**config.mk**
```make
export PLATFORM = sky130hd
export DESIGN_NAME = csel_adder
export DESIGN_NICKNAME = d
export VERILOG_FILES = /design/src/rtl/csel_pkg.sv /design/src/rtl/csel_fa.sv /design/src/rtl/csel_rca.sv /design/src/rtl/csel_seg.sv /design/src/rtl/csel_core.sv /design/src/rtl/csel_adder.sv
export SDC_FILE = /design/constraint.sdc
export NUM_CORES = 1
export LEC_CHECK = 0
export ABC_AREA = 1
export BUFFER_PORTS_ARGS = -buffer_cell sky130_fd_sc_hd__buf_2
export CAP_MARGIN = 20
export CELL_PAD_IN_SITES_DETAIL_PLACEMENT = 1
export CELL_PAD_IN_SITES_GLOBAL_PLACEMENT = 1
export CORE_ASPECT_RATIO = 1.5
export CORE_MARGIN = 5
export CORE_UTILIZATION = 42
export DETAILED_ROUTE_END_ITERATION = 16
export PLACE_DENSITY = 0.79
export SETUP_SLACK_MARGIN = 0.2
export SLEW_MARGIN = 10
export SYNTH_ARGS = -nofsm -noshare
export SYNTH_HDL_FRONTEND = slang
export SYNTH_HIERARCHICAL = 1
export SYNTH_SLANG_ARGS = --single-unit
```
**constraint.sdc**
```tcl
create_clock -name clk -period 2.3 [get_ports clk]
set_clock_uncertainty 0.1 [all_clocks]
set_input_delay 0.23 -clock clk [delete_from_list [all_inputs] [get_ports clk]]
set_output_delay 0.23 -clock clk [all_outputs]
set_load 0.005 [all_outputs]
```
**src/rtl/csel_pkg.sv**
```systemverilog
package csel_pkg;
  localparam int FIELD_W  = 8;
  localparam int MAX_SEGS = 32;
  localparam int LIST_W   = FIELD_W * MAX_SEGS;

  typedef logic [LIST_W-1:0] seg_list_t;

  // size of segment idx; segment 0 is the least significant
  function automatic int seg_size(seg_list_t list, int idx);
    return int'(list[idx*FIELD_W +: FIELD_W]);
  endfunction

  // first bit position of segment idx
  function automatic int seg_base(seg_list_t list, int idx);
    int acc = 0;
    for (int k = 0; k < idx; k++) acc += seg_size(list, k);
    return acc;
  endfunction

  function automatic int seg_total(seg_list_t list, int nseg);
    return seg_base(list, nseg);
  endfunction
endpackage

```
**src/rtl/csel_fa.sv**
```systemverilog
module csel_fa (
  input  logic x,
  input  logic y,
  input  logic ci,
  output logic s,
  output logic co
);
  always_comb begin
    s  = x ^ y ^ ci;
    co = (x & y) | (x & ci) | (y & ci);
  end
endmodule

```
**src/rtl/csel_rca.sv**
```systemverilog
module csel_rca #(
  parameter int W = 4
) (
  input  logic [W-1:0] x,
  input  logic [W-1:0] y,
  input  logic         ci,
  output logic [W-1:0] s,
  output logic         co
);
  logic [W:0] chain;

  assign chain[0] = ci;

  for (genvar i = 0; i < W; i++) begin : g_cell
    csel_fa u_fa (
      .x  (x[i]),
      .y  (y[i]),
      .ci (chain[i]),
      .s  (s[i]),
      .co (chain[i+1])
    );
  end

  assign co = chain[W];
endmodule

```
**src/rtl/csel_seg.sv**
```systemverilog
module csel_seg #(
  parameter int W = 4
) (
  input  logic [W-1:0] x,
  input  logic [W-1:0] y,
  input  logic         ci,
  output logic [W-1:0] s,
  output logic         co
);
  logic [W-1:0] s_lo, s_hi;
  logic         co_lo, co_hi;

  // candidate assuming no incoming carry
  csel_rca #(.W(W)) u_rca_lo (
    .x  (x),
    .y  (y),
    .ci (1'b0),
    .s  (s_lo),
    .co (co_lo)
  );

  // candidate assuming an incoming carry
  csel_rca #(.W(W)) u_rca_hi (
    .x  (x),
    .y  (y),
    .ci (1'b1),
    .s  (s_hi),
    .co (co_hi)
  );

  always_comb begin
    if (ci) begin
      s  = s_hi;
      co = co_hi;
    end else begin
      s  = s_lo;
      co = co_lo;
    end
  end
endmodule

```
**src/rtl/csel_core.sv**
```systemverilog
module csel_core #(
  parameter int                   WIDTH = 16,
  parameter int                   NSEG  = 4,
  parameter logic [NSEG*8-1:0]    SEG_W = {8'd4, 8'd4, 8'd4, 8'd4}
) (
  input  logic [WIDTH-1:0] a,
  input  logic [WIDTH-1:0] b,
  input  logic             cin,
  output logic [WIDTH-1:0] sum,
  output logic             cout
);
  import csel_pkg::*;

  localparam seg_list_t LIST  = seg_list_t'(SEG_W);
  localparam int        TOTAL = seg_total(LIST, NSEG);

  if (TOTAL != WIDTH) begin : g_bad_split
    $error("csel_core: segment sizes add to %0d, width is %0d", TOTAL, WIDTH);
  end

  logic [NSEG:0] carry;
  assign carry[0] = cin;

  for (genvar i = 0; i < NSEG; i++) begin : g_seg
    localparam int BASE = seg_base(LIST, i);
    localparam int SZ   = seg_size(LIST, i);
    if (i == 0) begin : g_ripple
      csel_rca #(.W(SZ)) u_rca (
        .x  (a[BASE +: SZ]),
        .y  (b[BASE +: SZ]),
        .ci (carry[i]),
        .s  (sum[BASE +: SZ]),
        .co (carry[i+1])
      );
    end else begin : g_select
      csel_seg #(.W(SZ)) u_sel (
        .x  (a[BASE +: SZ]),
        .y  (b[BASE +: SZ]),
        .ci (carry[i]),
        .s  (sum[BASE +: SZ]),
        .co (carry[i+1])
      );
    end
  end

  assign cout = carry[NSEG];
endmodule

```
**src/rtl/csel_adder.sv**
```systemverilog
module csel_adder #(
  parameter int                WIDTH = 16,
  parameter int                NSEG  = 4,
  parameter logic [NSEG*8-1:0] SEG_W = {8'd4, 8'd4, 8'd4, 8'd4}
) (
  input  logic             clk,
  input  logic             rst_n,
  input  logic             en,
  input  logic [WIDTH-1:0] a_in,
  input  logic [WIDTH-1:0] b_in,
  input  logic             cin_in,
  output logic [WIDTH-1:0] sum_out,
  output logic             cout_out
);
  // reset release synchronizer
  logic [1:0] rst_pipe;
  logic       rst_ok;

  always_ff @(posedge clk or negedge rst_n) begin
    if (!rst_n) rst_pipe <= 2'b00;
    else        rst_pipe <= {rst_pipe[0], 1'b1};
  end
  assign rst_ok = rst_pipe[1];

  // operand stage
  logic [WIDTH-1:0] a_q, b_q, a_d, b_d;
  logic             c_q, c_d;

  always_comb begin
    a_d = a_q;
    b_d = b_q;
    c_d = c_q;
    if (en) begin
      a_d = a_in;
      b_d = b_in;
      c_d = cin_in;
    end
  end

  always_ff @(posedge clk or negedge rst_ok) begin
    if (!rst_ok) begin
      a_q <= '0;
      b_q <= '0;
      c_q <= 1'b0;
    end else begin
      a_q <= a_d;
      b_q <= b_d;
      c_q <= c_d;
    end
  end

  // adder core
  logic [WIDTH-1:0] sum_c;
  logic             cout_c;

  csel_core #(.WIDTH(WIDTH), .NSEG(NSEG), .SEG_W(SEG_W)) u_core (
    .a    (a_q),
    .b    (b_q),
    .cin  (c_q),
    .sum  (sum_c),
    .cout (cout_c)
  );

  // result stage
  always_ff @(posedge clk or negedge rst_ok) begin
    if (!rst_ok) begin
      sum_out  <= '0;
      cout_out <= 1'b0;
    end else begin
      sum_out  <= sum_c;
      cout_out <= cout_c;
    end
  end

  // reference total of the held operands, for the properties only
  logic [WIDTH:0] ref_total;
  assign ref_total = {1'b0, a_q} + {1'b0, b_q} + {{WIDTH{1'b0}}, c_q};

  p_sum_r1: assert property (@(posedge clk) disable iff (!rst_ok)
    sum_out == $past(ref_total[WIDTH-1:0]))
    else $error("sum differs from reference total");

  p_cout_r2: assert property (@(posedge clk) disable iff (!rst_ok)
    cout_out == $past(ref_total[WIDTH]))
    else $error("carry-out differs from reference total");

  p_hold_r7: assert property (@(posedge clk) disable iff (!rst_ok)
    !en |=> ($stable(a_q) && $stable(b_q) && $stable(c_q)))
    else $error("operands changed while load enable was low");

  p_load_r8: assert property (@(posedge clk) disable iff (!rst_ok)
    en |=> (a_q == $past(a_in) && b_q == $past(b_in) && c_q == $past(cin_in)))
    else $error("operands not captured on enabled edge");
endmodule

```
# Word level (Yosys, flattened, before mapping)
# Index checks and enable logic that the tools add are counted.
# classes
addsub	0
n_mul	0
n_div	0
magnitude_cmp	0
eq_ne	0
shift	0
mux	6
n_bitwise	151
n_reduce_logical	0
# ops
operator	count
$and A1 B1 Y1	60
$or A1 B1 Y1	50
$xor A1 B1 Y1	38
$mux W4	3
$mux W1	3
$not A1 Y1	3
# totals
ff_bits	52
latch_bits	0
ram_bits	0
mem_bits_ro	0
in_bits	36
out_inout_bits	17
elab_cells	163
n_memories	0

# Longest topological paths before layout
# Gate-level depths: netlist of the first run.
# depth
depth_word	15
mapped_depth	13
mapped_depth_nobuf	13

# Hierarchy
# Netlist of the first run, hierarchy kept.
# by_module_without_submodules
module	n_inst	cells_each	area_each_um2	seq_area_each_um2
csel_adder	1	160	1784.2	1301.2
csel_fa	28	1	20.0	0.0
csel_seg	3	18	67.6	0.0

# Least setup slack after synthesis of the first run
# OpenSTA, ideal clock, no wires.
# synth_path
path_kind	register -> register
startpoint	reg b_q[0]
endpoint	reg sum_out[12]
setup_time_ns	0.117
arrival_time_ns	2.689
t_required_ns	2.083
setup_slack_ns	-0.605
stages_incl_launch_ff	13
path_buffers	0
period_less_slack_ns	2.905
cell_sequence	dfrtp_1 fa_1 fa_1 fa_1 fa_1 inv_2 nand2_1 nand2_1 nand2_1 nand2_1 inv_2 nand2_1 nand2_1
# synth_between
elab_chain_len	15
elab_cells_between_ends	19
classes_between	3 x mux; 16 x bitwise
# synth_rtl
element	line_no	text
from (decl)	csel_adder.sv:26	logic [WIDTH-1:0] a_q, b_q, a_d, b_d;
from (signal assigned)	csel_adder.sv:43	b_q <= '0;
from (signal assigned)	csel_adder.sv:47	b_q <= b_d;
$and A1 B1 Y1	csel_fa.sv:10	co = (x & y) | (x & ci) | (y & ci);
$or A1 B1 Y1	csel_fa.sv:10	
$or A1 B1 Y1 *	csel_fa.sv:10	
net u_core.g_seg[0].g_ripple.u_rca.chain[1]	csel_rca.sv:10	logic [W:0] chain;
$and A1 B1 Y1	csel_fa.sv:10	
$or A1 B1 Y1	csel_fa.sv:10	
$or A1 B1 Y1 *	csel_fa.sv:10	
net u_core.g_seg[0].g_ripple.u_rca.chain[2]	csel_rca.sv:10	
[... 3 more ...]	-	
net u_core.g_seg[0].g_ripple.u_rca.chain[3]	csel_rca.sv:10	
[... 2 more ...]	-	
$or A1 B1 Y1 *	csel_fa.sv:10	
net u_core.carry[1]	csel_core.sv:21	logic [NSEG:0] carry;
$mux W1 *	csel_seg.sv:32	if (ci) begin
net u_core.carry[2]	csel_core.sv:21	
$mux W1 *	csel_seg.sv:32	
net u_core.carry[3]	csel_core.sv:21	
$mux W4 *	csel_seg.sv:32	
net sum_c[12]	csel_adder.sv:53	logic [WIDTH-1:0] sum_c;
to (signal assigned)	csel_adder.sv:70	sum_out <= sum_c;
to (decl)	csel_adder.sv:12	output logic [WIDTH-1:0] sum_out,
# The timed path passes the listed nets; every way through them passes the cells marked *.
# A chain may end at the register's enable or synchronous reset.

# Worst setup path after layout of the first run
# layout_path
startpoint	reg c_q
endpoint	reg sum_out[13]
# layout_between
elab_chain_len	15
elab_cells_between_ends	19
classes_between	3 x mux; 16 x bitwise
# layout_rtl
element	line_no	text
from (decl)	csel_adder.sv:27	logic c_q, c_d;
from (signal assigned)	csel_adder.sv:44	c_q <= 1'b0;
from (signal assigned)	csel_adder.sv:48	c_q <= c_d;
$and A1 B1 Y1	csel_fa.sv:10	
$or A1 B1 Y1	csel_fa.sv:10	
$or A1 B1 Y1 *	csel_fa.sv:10	
net u_core.g_seg[0].g_ripple.u_rca.chain[1]	csel_rca.sv:10	
$and A1 B1 Y1	csel_fa.sv:10	
$or A1 B1 Y1	csel_fa.sv:10	
$or A1 B1 Y1 *	csel_fa.sv:10	
net u_core.g_seg[0].g_ripple.u_rca.chain[2]	csel_rca.sv:10	
[... 3 more ...]	-	
net u_core.g_seg[0].g_ripple.u_rca.chain[3]	csel_rca.sv:10	
[... 2 more ...]	-	
$or A1 B1 Y1 *	csel_fa.sv:10	
net u_core.carry[1]	csel_core.sv:21	
$mux W1 *	csel_seg.sv:32	
net u_core.carry[2]	csel_core.sv:21	
$mux W1 *	csel_seg.sv:32	
net u_core.carry[3]	csel_core.sv:21	
$mux W4 *	csel_seg.sv:32	
net sum_c[13]	csel_adder.sv:53	
# Marked as above.

==> results of run 1 <==
timing repair:
item / in CTS / in global routing
resized for setup: 17 / 9
setup buffers: 2 / 2
hold buffers: 1 / 1
hold endpoints to repair: 2 / 1
endpoints found under the setup margin: 14 / 14
pin swaps: 11 / 8
gates cloned: 0 / 0
metrics by stage:
stage | TNS [ps] | instances | utilization [%] | worst slack, ps
after floorplan | -2570 | 242 | - | -361
after global placement | -2830 | 371 | 50.2 | -322
after detailed placement | -3620 | 371 | 50.2 | -404
after CTS | -4810 | 382 | 54.2 | -426
after global routing | -5810 | 385 | 55.2 | -483
final | -4660 | 385 | 55.2 | -382
layout make-up:
type                       count  area (µm²)
clock inverter                 3        90.1
fill                         675        2630
clock buffer                   5        68.8
timing repair buffer          70         412
tap                           72        90.1
multi-input combinational    179        1250
sequential                    52        1300
inverter                       4        25.0
synthesized netlist by cell type:
cell type and n:
buf_4 3, conb_1 7, inv_8 1, buf_6 3
buf_8 1, nand2_1 134, fa_1 28, dfrtp_1 52
nand2_2 10, inv_2 3
cells in the final DEF (no fill, tap or decap), drive strengths merged:
| cell type | count |
|---|---|
| nand2 | 144 |
| buf | 68 |
| dfrtp | 52 |
| fa | 28 |
| conb | 7 |
| clkbuf | 5 |
| inv | 4 |
| bufinv | 3 |
| dlygate4sd3 | 2 |
final timing paths:
check | end | cells past startpoint
max | sum_out[13]$_DFF_PN0_ | 13
min | a_q[14]$_DFFE_PN0P_ | 3
max reg2reg | sum_out[13]$_DFF_PN0_ | 13
min reg2reg | sum_out[2]$_DFF_PN0_ | 0
max in group asynchronous | a_q[12]$_DFFE_PN0P_ | 1
min in group asynchronous | rst_pipe[1]$_DFF_PN0_ | 2
per-layer routing:
| metal | vias to the layer above | global-route usage [%] | share of wire (%) |
|---|---|---|---|
| li1 | 847 | - | - |
| met1 | 895 | 18.1 | 36 |
| met2 | 44 | 30.0 | 57 |
| met3 | 15 | 3.24 | 4.0 |
| met4 | 0 | 7.12 | 3.0 |
| met5 | - | 0 | 0 |
critical path, cell delays in order (launching register included):
cell and delay, ps:
dfrtp_1 420, fa_2 400, fa_2 350, fa_2 360, fa_2 410, inv_2 80, nand2_2 60, nand2_4 80
inv_2 50, nand2_2 60, nand2_4 70, inv_4 70, nand2_2 50, nand2_2 70
cell families after synthesis:
| family | after synthesis | share of synthesized area (%) |
|---|---|---|
| buf+inv | 11 | 3.68 |
| simple gates | 144 | 22.2 |
| flops | 52 | 51.1 |
| other cells | 7 | 1.03 |
| fa+ha+maj | 28 | 22.0 |
registers in the layout (all words and copies together), names as in the netlist:
signal	flops
sum_out	16
rst_pipe	2
cout_out	1
c_q	1
a_q	16
b_q	16
power by group through the flow:
| stage | logic [mW] | clock network [mW] | registers, mW |
|---|---|---|---|
| after floorplan | 0.297 | 0 | 1.21 |
| after CTS | 0.665 | 0.876 | 1.18 |
| final | 0.693 | 0.851 | 1.18 |
| after global placement | 0.550 | 0 | 1.20 |
| after global routing | 0.781 | 0.909 | 1.20 |
| after detailed placement | 0.597 | 0 | 1.20 |
==> reports/results.tsv, run 1 <==
metric	value	unit
cp.required	2450	ps
mappedNetlistArea	2550	µm²
antenna_found_initial	0	
start_kind	flip-flop	
synth_top_area_share	51.1	%
cts_max_path_buffers	2	
grtUsageTotal	16.6	%
initial_core_util	43.4	%
place_area	2950	µm²
whs	15.6	ps
yosysSeqAreaShare	51.1	%
min_path_type	input port to flip-flop	
drtAntennaViolNets	0	
powerDensity	840	nW/µm²
postSynthAreaPerCell	10.5	µm²
synthCells	242	
cts_root_buf	clkbuf_8	
drive_gt1_share	38.3	%
path_max_fanout	6	
drc_errors	0	
io_pins	53	
slew_violations	0	
violations	negative setup slack	
syn-num-nets	306	
hold_start	a_in[14]	
nNetsFinal	376	
wl	5.59	mm
drtIter0Drc	44	
numClockSinks	52	
worstMarginPinSlew	522	ps
arrival	2830	ps
die-area	7750	µm²
drv_cap	0	
cts_tree	built	
post-route-period-util	117	%
setup_violations	13	
clockPowerShare	31.3	%
place.gp.congestion	0.764	
final_cell_area	3240	µm²
die_h	105	µm
synth_top_area_cell	dfrtp_1	
critPathCaptureType	flip-flop	
rows	34	
io_buffers	52	
drt-pass1-iter-count	4	
clock_latency	310	ps
die_w	73.6	µm
h-tree-depth	2	
vdd_drop_max	0.346	mV
leakage	1.70	nW
finalCriticalPeriod	2680	ps
hold_viol	0	
routedWlPerCell	14.5	µm
slew_headroom	65.2	%
startpoint	c_q$_DFFE_PN0P_	
grt_pass1_vias	2106	
grt_start_max_net_pins	34	
diodes	0	
pwr-share-comb	25.5	%
power.internal	1.96	mW
core_area	5870	µm²
synth_warnings	6	
fmax	373	MHz
rsz0062_at_grt	true	
swShare	28.1	%
p_switching	0.764	mW
power_frac_seq	43.3	%
routed-via-count	1801	
grt_overflow_total	0	
crit_type	flip-flop to flip-flop	
hpwl	4.17	mm
cts.clk_slew.worst_paths	100	ps
power	2.72	mW
routed_via_density	4.68	
run_status	finished with violations	
r2r_slack	-380	ps
synth_seq_cells	52	
synth.area.top_cells	dfrtp_1 (51%), fa_1 (22%), nand2_1 (20%)	
cts_made_buffers	5	
syn_to_final_growth	27.1	%
fin_ws	-382	ps
grt_pass1_wl	9.72	mm
r2r_start	c_q$_DFFE_PN0P_	
yosys.cell_types.count	10	
Power figures use the tool's default switching activity.
==> inputs of run 2 (changes only) <==
--- a/config.mk
+++ b/config.mk
@@ -14,6 +14,7 @@
 export CORE_MARGIN = 5
 export CORE_UTILIZATION = 42
 export DETAILED_ROUTE_END_ITERATION = 16
+export GPL_TIMING_DRIVEN = 0
 export PLACE_DENSITY = 0.79
 export SETUP_SLACK_MARGIN = 0.2
 export SLEW_MARGIN = 10
==> run 2 against run 1 <==
Against the previous run:
- the flow still finishes with violations (negative setup slack)
- sequential cell count unchanged
- first-iteration DRC count down 34%
- clock-buffer cell count up 2
- fmax down 2.8%
- die area unchanged
- utilization up 0.47 points
- critical path depth down 1
- worst setup slack worse by 76 ps
==> reports/results.tsv, run 2 (synthesis results as in run 1) <==
metric	value	unit
leakage	1.70	nW
violations	negative setup slack	
cts.clk_slew.worst_paths	100	ps
final_common_cell	nand2_1	
min_path_type	input port to flip-flop	
start_kind	flip-flop	
powerDensity	788	nW/µm²
grt_start_max_net_pins	29	
largestRegisters	a_q: 16 flops, b_q: 16 flops, sum_out: 16 flops	
cts_max_path_buffers	2	
arrival	2850	ps
drc_errors	0	
diodes	0	
worstMarginPinSlew	542	ps
n_fill_cell	663	
io_pins	53	
run_status	finished with violations	
slew_headroom	63.8	%
worst_path_largest_cell_delay	410	ps
final_cell_mix	nand2_1 (117), buf_2 (51), dfrtp_1 (50)	
grt_pass1_vias	2174	
rsz0062_at_grt	true	
rows	34	
die-area	7750	µm²
initial_core_util	43.4	%
crit_chain	fa_2 -> fa_2 -> fa_2 -> fa_2 -> inv_2 -> nand2_2 -> nand2_4 -> inv_4 -> nand2_4 -> nand2_8 -> nand2_1 -> nand2_1	
cts_made_buffers	5	
pre_cts_ws	-675	ps
path_max_fanout	6	
nNetsFinal	377	
drtAntennaViolNets	0	
slew_violations	0	
fin_ws	-458	ps
fin_tns_setup	-5420	ps
routedWlPerCell	15.5	µm
vdd_drop_max	0.407	mV
finalCriticalPeriod	2760	ps
crit_type	flip-flop to flip-flop	
hold_viol	0	
clock_latency	300	ps
hpwl	4.37	mm
cp.required	2390	ps
critPathCaptureType	flip-flop	
core_area	5870	µm²
wl	5.99	mm
cts_tree	built	
routed_via_density	4.68	
cts_root_buf	clkbuf_8	
fmax	363	MHz
drive_gt1_share	39.5	%
io_buffers	51	
h-tree-depth	2	
post-route-period-util	120	%
grtUsageTotal	17.2	%
routed-via-count	1806	
drt-pass1-iter-count	2	
drv_cap	0	
cpMostUsedCell	fa_2	
numClockSinks	52	
cp_slowest_cell	dfrtp_1	
place.gp.congestion	0.745	
setup_violations	13	
die_w	73.6	µm
grt_overflow_total	0	
grt_pass1_wl	10.2	mm
antenna_found_initial	0	
syn_to_final_growth	28.2	%
drtIter0Drc	29	
die_h	105	µm
## run 2: cell count changes in the layout (fill, tap and decap cells not counted), sizes merged
cell / previous run / this run
dlygate4sd3: 2 / 1
bufinv: 3 / 1
buf: 68 / 70
clkbuf: 5 / 7
## run 2: worst max-delay path, delay by kind of cell, from the launching register on
family,cells,cell delay (ps)
buffers and inverters,2,150
and+or+nand+nor,6,490
DFF,1,410
adders and majority gates,4,1500
## run 2: metal layers
metal	global-route usage [%]	part of all wire [%]	vias to the layer above
met5	0	0	-
met4	6.09	2.9	0
met3	2.10	3.4	16
met2	32.9	58	42
met1	18.7	35	902
li1	-	-	846
## run 2: cell type report
cell class              instances  area [µm²]  area share [%]
clock buffers                   7        96.3            2.95
clock inverters                 1        30.0           0.920
flip-flops and latches         52        1300            39.9
well taps                      72        90.1            2.76
plain buffers                   7        71.3            2.18
repair buffers                 64         383            11.7
inverters                       4        30.0           0.920
multi-input cells             179        1260            38.6
## run 2: where the power goes
| group | total, mW | switching [mW] | internal, mW |
|---|---|---|---|
| Combinational | 0.708 | 0.360 | 0.349 |
| Sequential | 1.18 | 0.109 | 1.07 |
| Clock | 0.686 | 0.302 | 0.384 |
## run 2: repair_timing
item,CTS,global route
endpoints found under the hold margin,2,0
gates resized for setup,22,10
hold buffers,1,0
pin swaps,9,1
endpoints found under the setup margin,14,14
buffers inserted,10,1
## run 2: worst paths after layout
path                                             from                    end  slack [ps]  cells after the start
min in group asynchronous                       rst_n  rst_pipe[0]$_DFF_PN0_         150                      2
worst max-delay path               b_q[0]$_DFFE_PN0P_  sum_out[14]$_DFF_PN0_        -460                     12
worst min register to register  rst_pipe[1]$_DFF_PN0_     b_q[2]$_DFFE_PN0P_         160                      0
max in group asynchronous       rst_pipe[1]$_DFF_PN0_     b_q[8]$_DFFE_PN0P_        1400                      1
worst min-delay path                          b_in[4]     b_q[4]$_DFFE_PN0P_          20                      3
worst max register to register     b_q[0]$_DFFE_PN0P_  sum_out[14]$_DFF_PN0_        -460                     12
## run 2: metrics by stage
step	power [mW]	instance area, µm²	util (%)	std cells	hold slack [ps]
after CTS	2.56	3220	54.9	385	10.9
after detailed placement	1.78	2940	50.1	366	-78.8
after global routing	2.75	3270	55.6	386	11.3
after floorplan	1.50	2580	-	242	-166
final	2.57	3270	55.6	386	22.4
after global placement	1.71	2920	49.8	365	-85.5
==> inputs of run 3 (changes only) <==
--- a/config.mk
+++ b/config.mk
@@ -5,14 +5,13 @@
 export SDC_FILE = /design/constraint.sdc
 export NUM_CORES = 1
 export LEC_CHECK = 0
-export ABC_AREA = 1
 export BUFFER_PORTS_ARGS = -buffer_cell sky130_fd_sc_hd__buf_2
 export CAP_MARGIN = 20
 export CELL_PAD_IN_SITES_DETAIL_PLACEMENT = 1
 export CELL_PAD_IN_SITES_GLOBAL_PLACEMENT = 1
 export CORE_ASPECT_RATIO = 1.5
 export CORE_MARGIN = 5
-export CORE_UTILIZATION = 42
+export CORE_UTILIZATION = 46
 export DETAILED_ROUTE_END_ITERATION = 16
 export GPL_TIMING_DRIVEN = 0
 export PLACE_DENSITY = 0.79
==> run 3 against run 2 <==
Against the previous run:
- the flow still finishes with violations (negative setup slack)
- fmax down 12%
- clock-buffer cell count decreased by 2
- die area down 5.6%
- register-to-register slack lost 380 ps
- critical path type unchanged
- critical endpoint is now sum_out[13]$_DFF_PN0_
==> reports/results.tsv, run 3 <==
metric	value	unit
largestRegisters	a_q: 16 flops, b_q: 16 flops, sum_out: 16 flops	
synth_seq_cells	52	
fmax	318	MHz
synthMuxAreaShare	25.0	%
cp_slowest_cell	fa_2	
powerDensity	790	nW/µm²
synth_top_area_cell	dfrtp_1	
initial_core_util	47.6	%
drc_errors	0	
slew_violations	0	
rsz0062_at_grt	true	
place.gp.congestion	0.794	
leakage	1.47	nW
grt_start_max_net_pins	38	
yosysMostFrequentCell	dfrtp_1	
io_buffers	51	
drv_cap	0	
power	2.49	mW
mappedNetlistArea	2610	µm²
wl	5.31	mm
cp.required	2400	ps
crit_chain	fa_2 -> fa_2 -> fa_2 -> fa_2 -> mux2_4 -> mux2_4 -> mux2_2	
routed_via_density	4.91	
cpMostUsedCell	fa_2	
synth_top_family_by_area	multiplexers	
synth.area.top_cells	dfrtp_1 (50%), fa_1 (21%), mux2_4 (17%)	
finalCriticalPeriod	3140	ps
synth-compound-area-share	0	%
core_area	5490	µm²
drt-pass1-iter-count	4	
syn-num-nets	203	
fin_ws	-842	ps
synth_fa_ha_area_share	21.5	%
cts_made_buffers	5	
drtIter0Drc	39	
grt_pass1_wl	8.66	mm
critPathCaptureType	flip-flop	
worst_path_largest_cell_delay	430	ps
routed-via-count	1351	
async_flop_share	100	%
cts_tree	built	
h-tree-depth	2	
die-area	7320	µm²
synth_top_area_share	49.8	%
cts_max_path_buffers	2	
numClockSinks	52	
synthFlopType	dfrtp_1	
cpLargestDelayFamily	adder cells	
rows	33	
yosys.cell_types.count	7	
cts.clk_slew.worst_paths	100	ps
grt_pass1_vias	1724	
die_w	71.5	µm
run_status	finished with violations	
nNetsFinal	268	
path_max_fanout	5	
synth_edf_count	0	
clock_latency	310	ps
hold_viol	0	
path_buf_inv	0	
yosysSeqAreaShare	49.8	%
gr-usage-met1	16.9	%
synthTopCellsByCount	dfrtp_1 (52), mux2_4 (30), fa_1 (28)	
setup_violations	13	
violations	negative setup slack	
syn_to_final_growth	20.8	%
synthCells	139	
grt_use_met3	2.56	%
synth_warnings	6	
drtAntennaViolNets	0	
grtUsageTotal	15.8	%
min_path_type	input port to flip-flop	
antenna_found_initial	0	
synth-simple-area-share	0	%
top_usage_layer	met2	
diodes	0	
hpwl	4.15	mm
grtUsageMet2	30.5	%
io_pins	53	
yosys.area_share.xor_xnor	0	%
postSynthAreaPerCell	18.8	µm²
drive_gt1_share	62.4	%
grt_overflow_total	0	
crit_type	flip-flop to flip-flop	
final_cell_mix	dfrtp_1 (51), buf_2 (51), mux2_4 (32)	
vdd_drop_max	0.352	mV
arrival	3250	ps
start_kind	flip-flop	
cts_root_buf	clkbuf_8	
whs	43.9	ps
die_h	102	µm
routedWlPerCell	19.3	µm
post-route-period-util	137	%
-- run 3: changes by cell type after synthesis, moves of 2 or more --
cell     change
mux2_2      +18
buf_4        -3
nand2_2     -10
buf_6        -2
inv_2        -3
nand2_1    -134
mux2_4      +30
buf_12       +3
-- run 3: report_power, final --
part | internal [mW] | leakage (nW) | switching (mW)
Combinational | 0.447 | 0.821 | 0.290
Clock | 0.216 | 0.0404 | 0.321
Sequential | 1.10 | 0.606 | 0.120
-- run 3: layout make-up --
cell class                 count  area [µm²]
fill                         538        2330
buffer                         4        71.3
timing repair buffer          58         330
sequential                    52        1300
multi-input combinational     83        1270
clock inverter                 3        23.8
clock buffer                   5        68.8
tap                           70        87.6
-- run 3: worst paths after layout --
kind | startpoint | to | slack [ps] | cells after the start
max | c_q$_DFFE_PN0P_ | sum_out[13]$_DFF_PN0_ | -840 | 7
min | a_in[2] | a_q[2]$_DFFE_PN0P_ | 40 | 2
max reg2reg | c_q$_DFFE_PN0P_ | sum_out[13]$_DFF_PN0_ | -840 | 7
min reg2reg | rst_pipe[1]$_DFF_PN0_ | b_q[0]$_DFFE_PN0P_ | 60 | 0
max in group asynchronous | rst_pipe[1]$_DFF_PN0_ | a_q[9]$_DFFE_PN0P_ | 1530 | 1
min in group asynchronous | rst_pipe[1]$_DFF_PN0_ | b_q[0]$_DFFE_PN0P_ | 60 | 0
-- run 3: layer usage --
metal  wire length (µm)  up-vias
met2               3120       34
met1               1870      731
met3                208        8
li1                   -      578
met5                  0        -
met4                101        0
-- run 3: kinds of logic (layout without fill, tap and decap cells) --
| group | after synthesis | in the layout |
|---|---|---|
| adders and majority gates | 28 | 28 |
| buffers and inverters | 4 | 70 |
| DFF | 52 | 52 |
| muxes | 48 | 48 |
| other | 7 | 7 |
-- run 3: metrics by stage --
step | cell area, µm² | utilization [%] | TNS [ps] | worst slack (ps) | std cells
2_1_floorplan | 2650 | - | -5530 | -734 | 139
3_3_place_gp | 2990 | 54.4 | -7020 | -872 | 260
3_5_place_dp | 3010 | 54.8 | -8000 | -950 | 261
4_1_cts | 3130 | 57.1 | -8550 | -851 | 273
5_1_grt | 3160 | 57.5 | -10080 | -904 | 275
6_report | 3160 | 57.5 | -9310 | -842 | 275
-- run 3: timing repair --
item | 4_1_cts | 5_1_grt
pin swaps | 2 | 0
hold buffers | 1 | 0
endpoints found under the setup margin | 14 | 14
endpoints found under the hold margin | 2 | 0
gates resized for setup | 0 | 2
setup buffers | 3 | 2
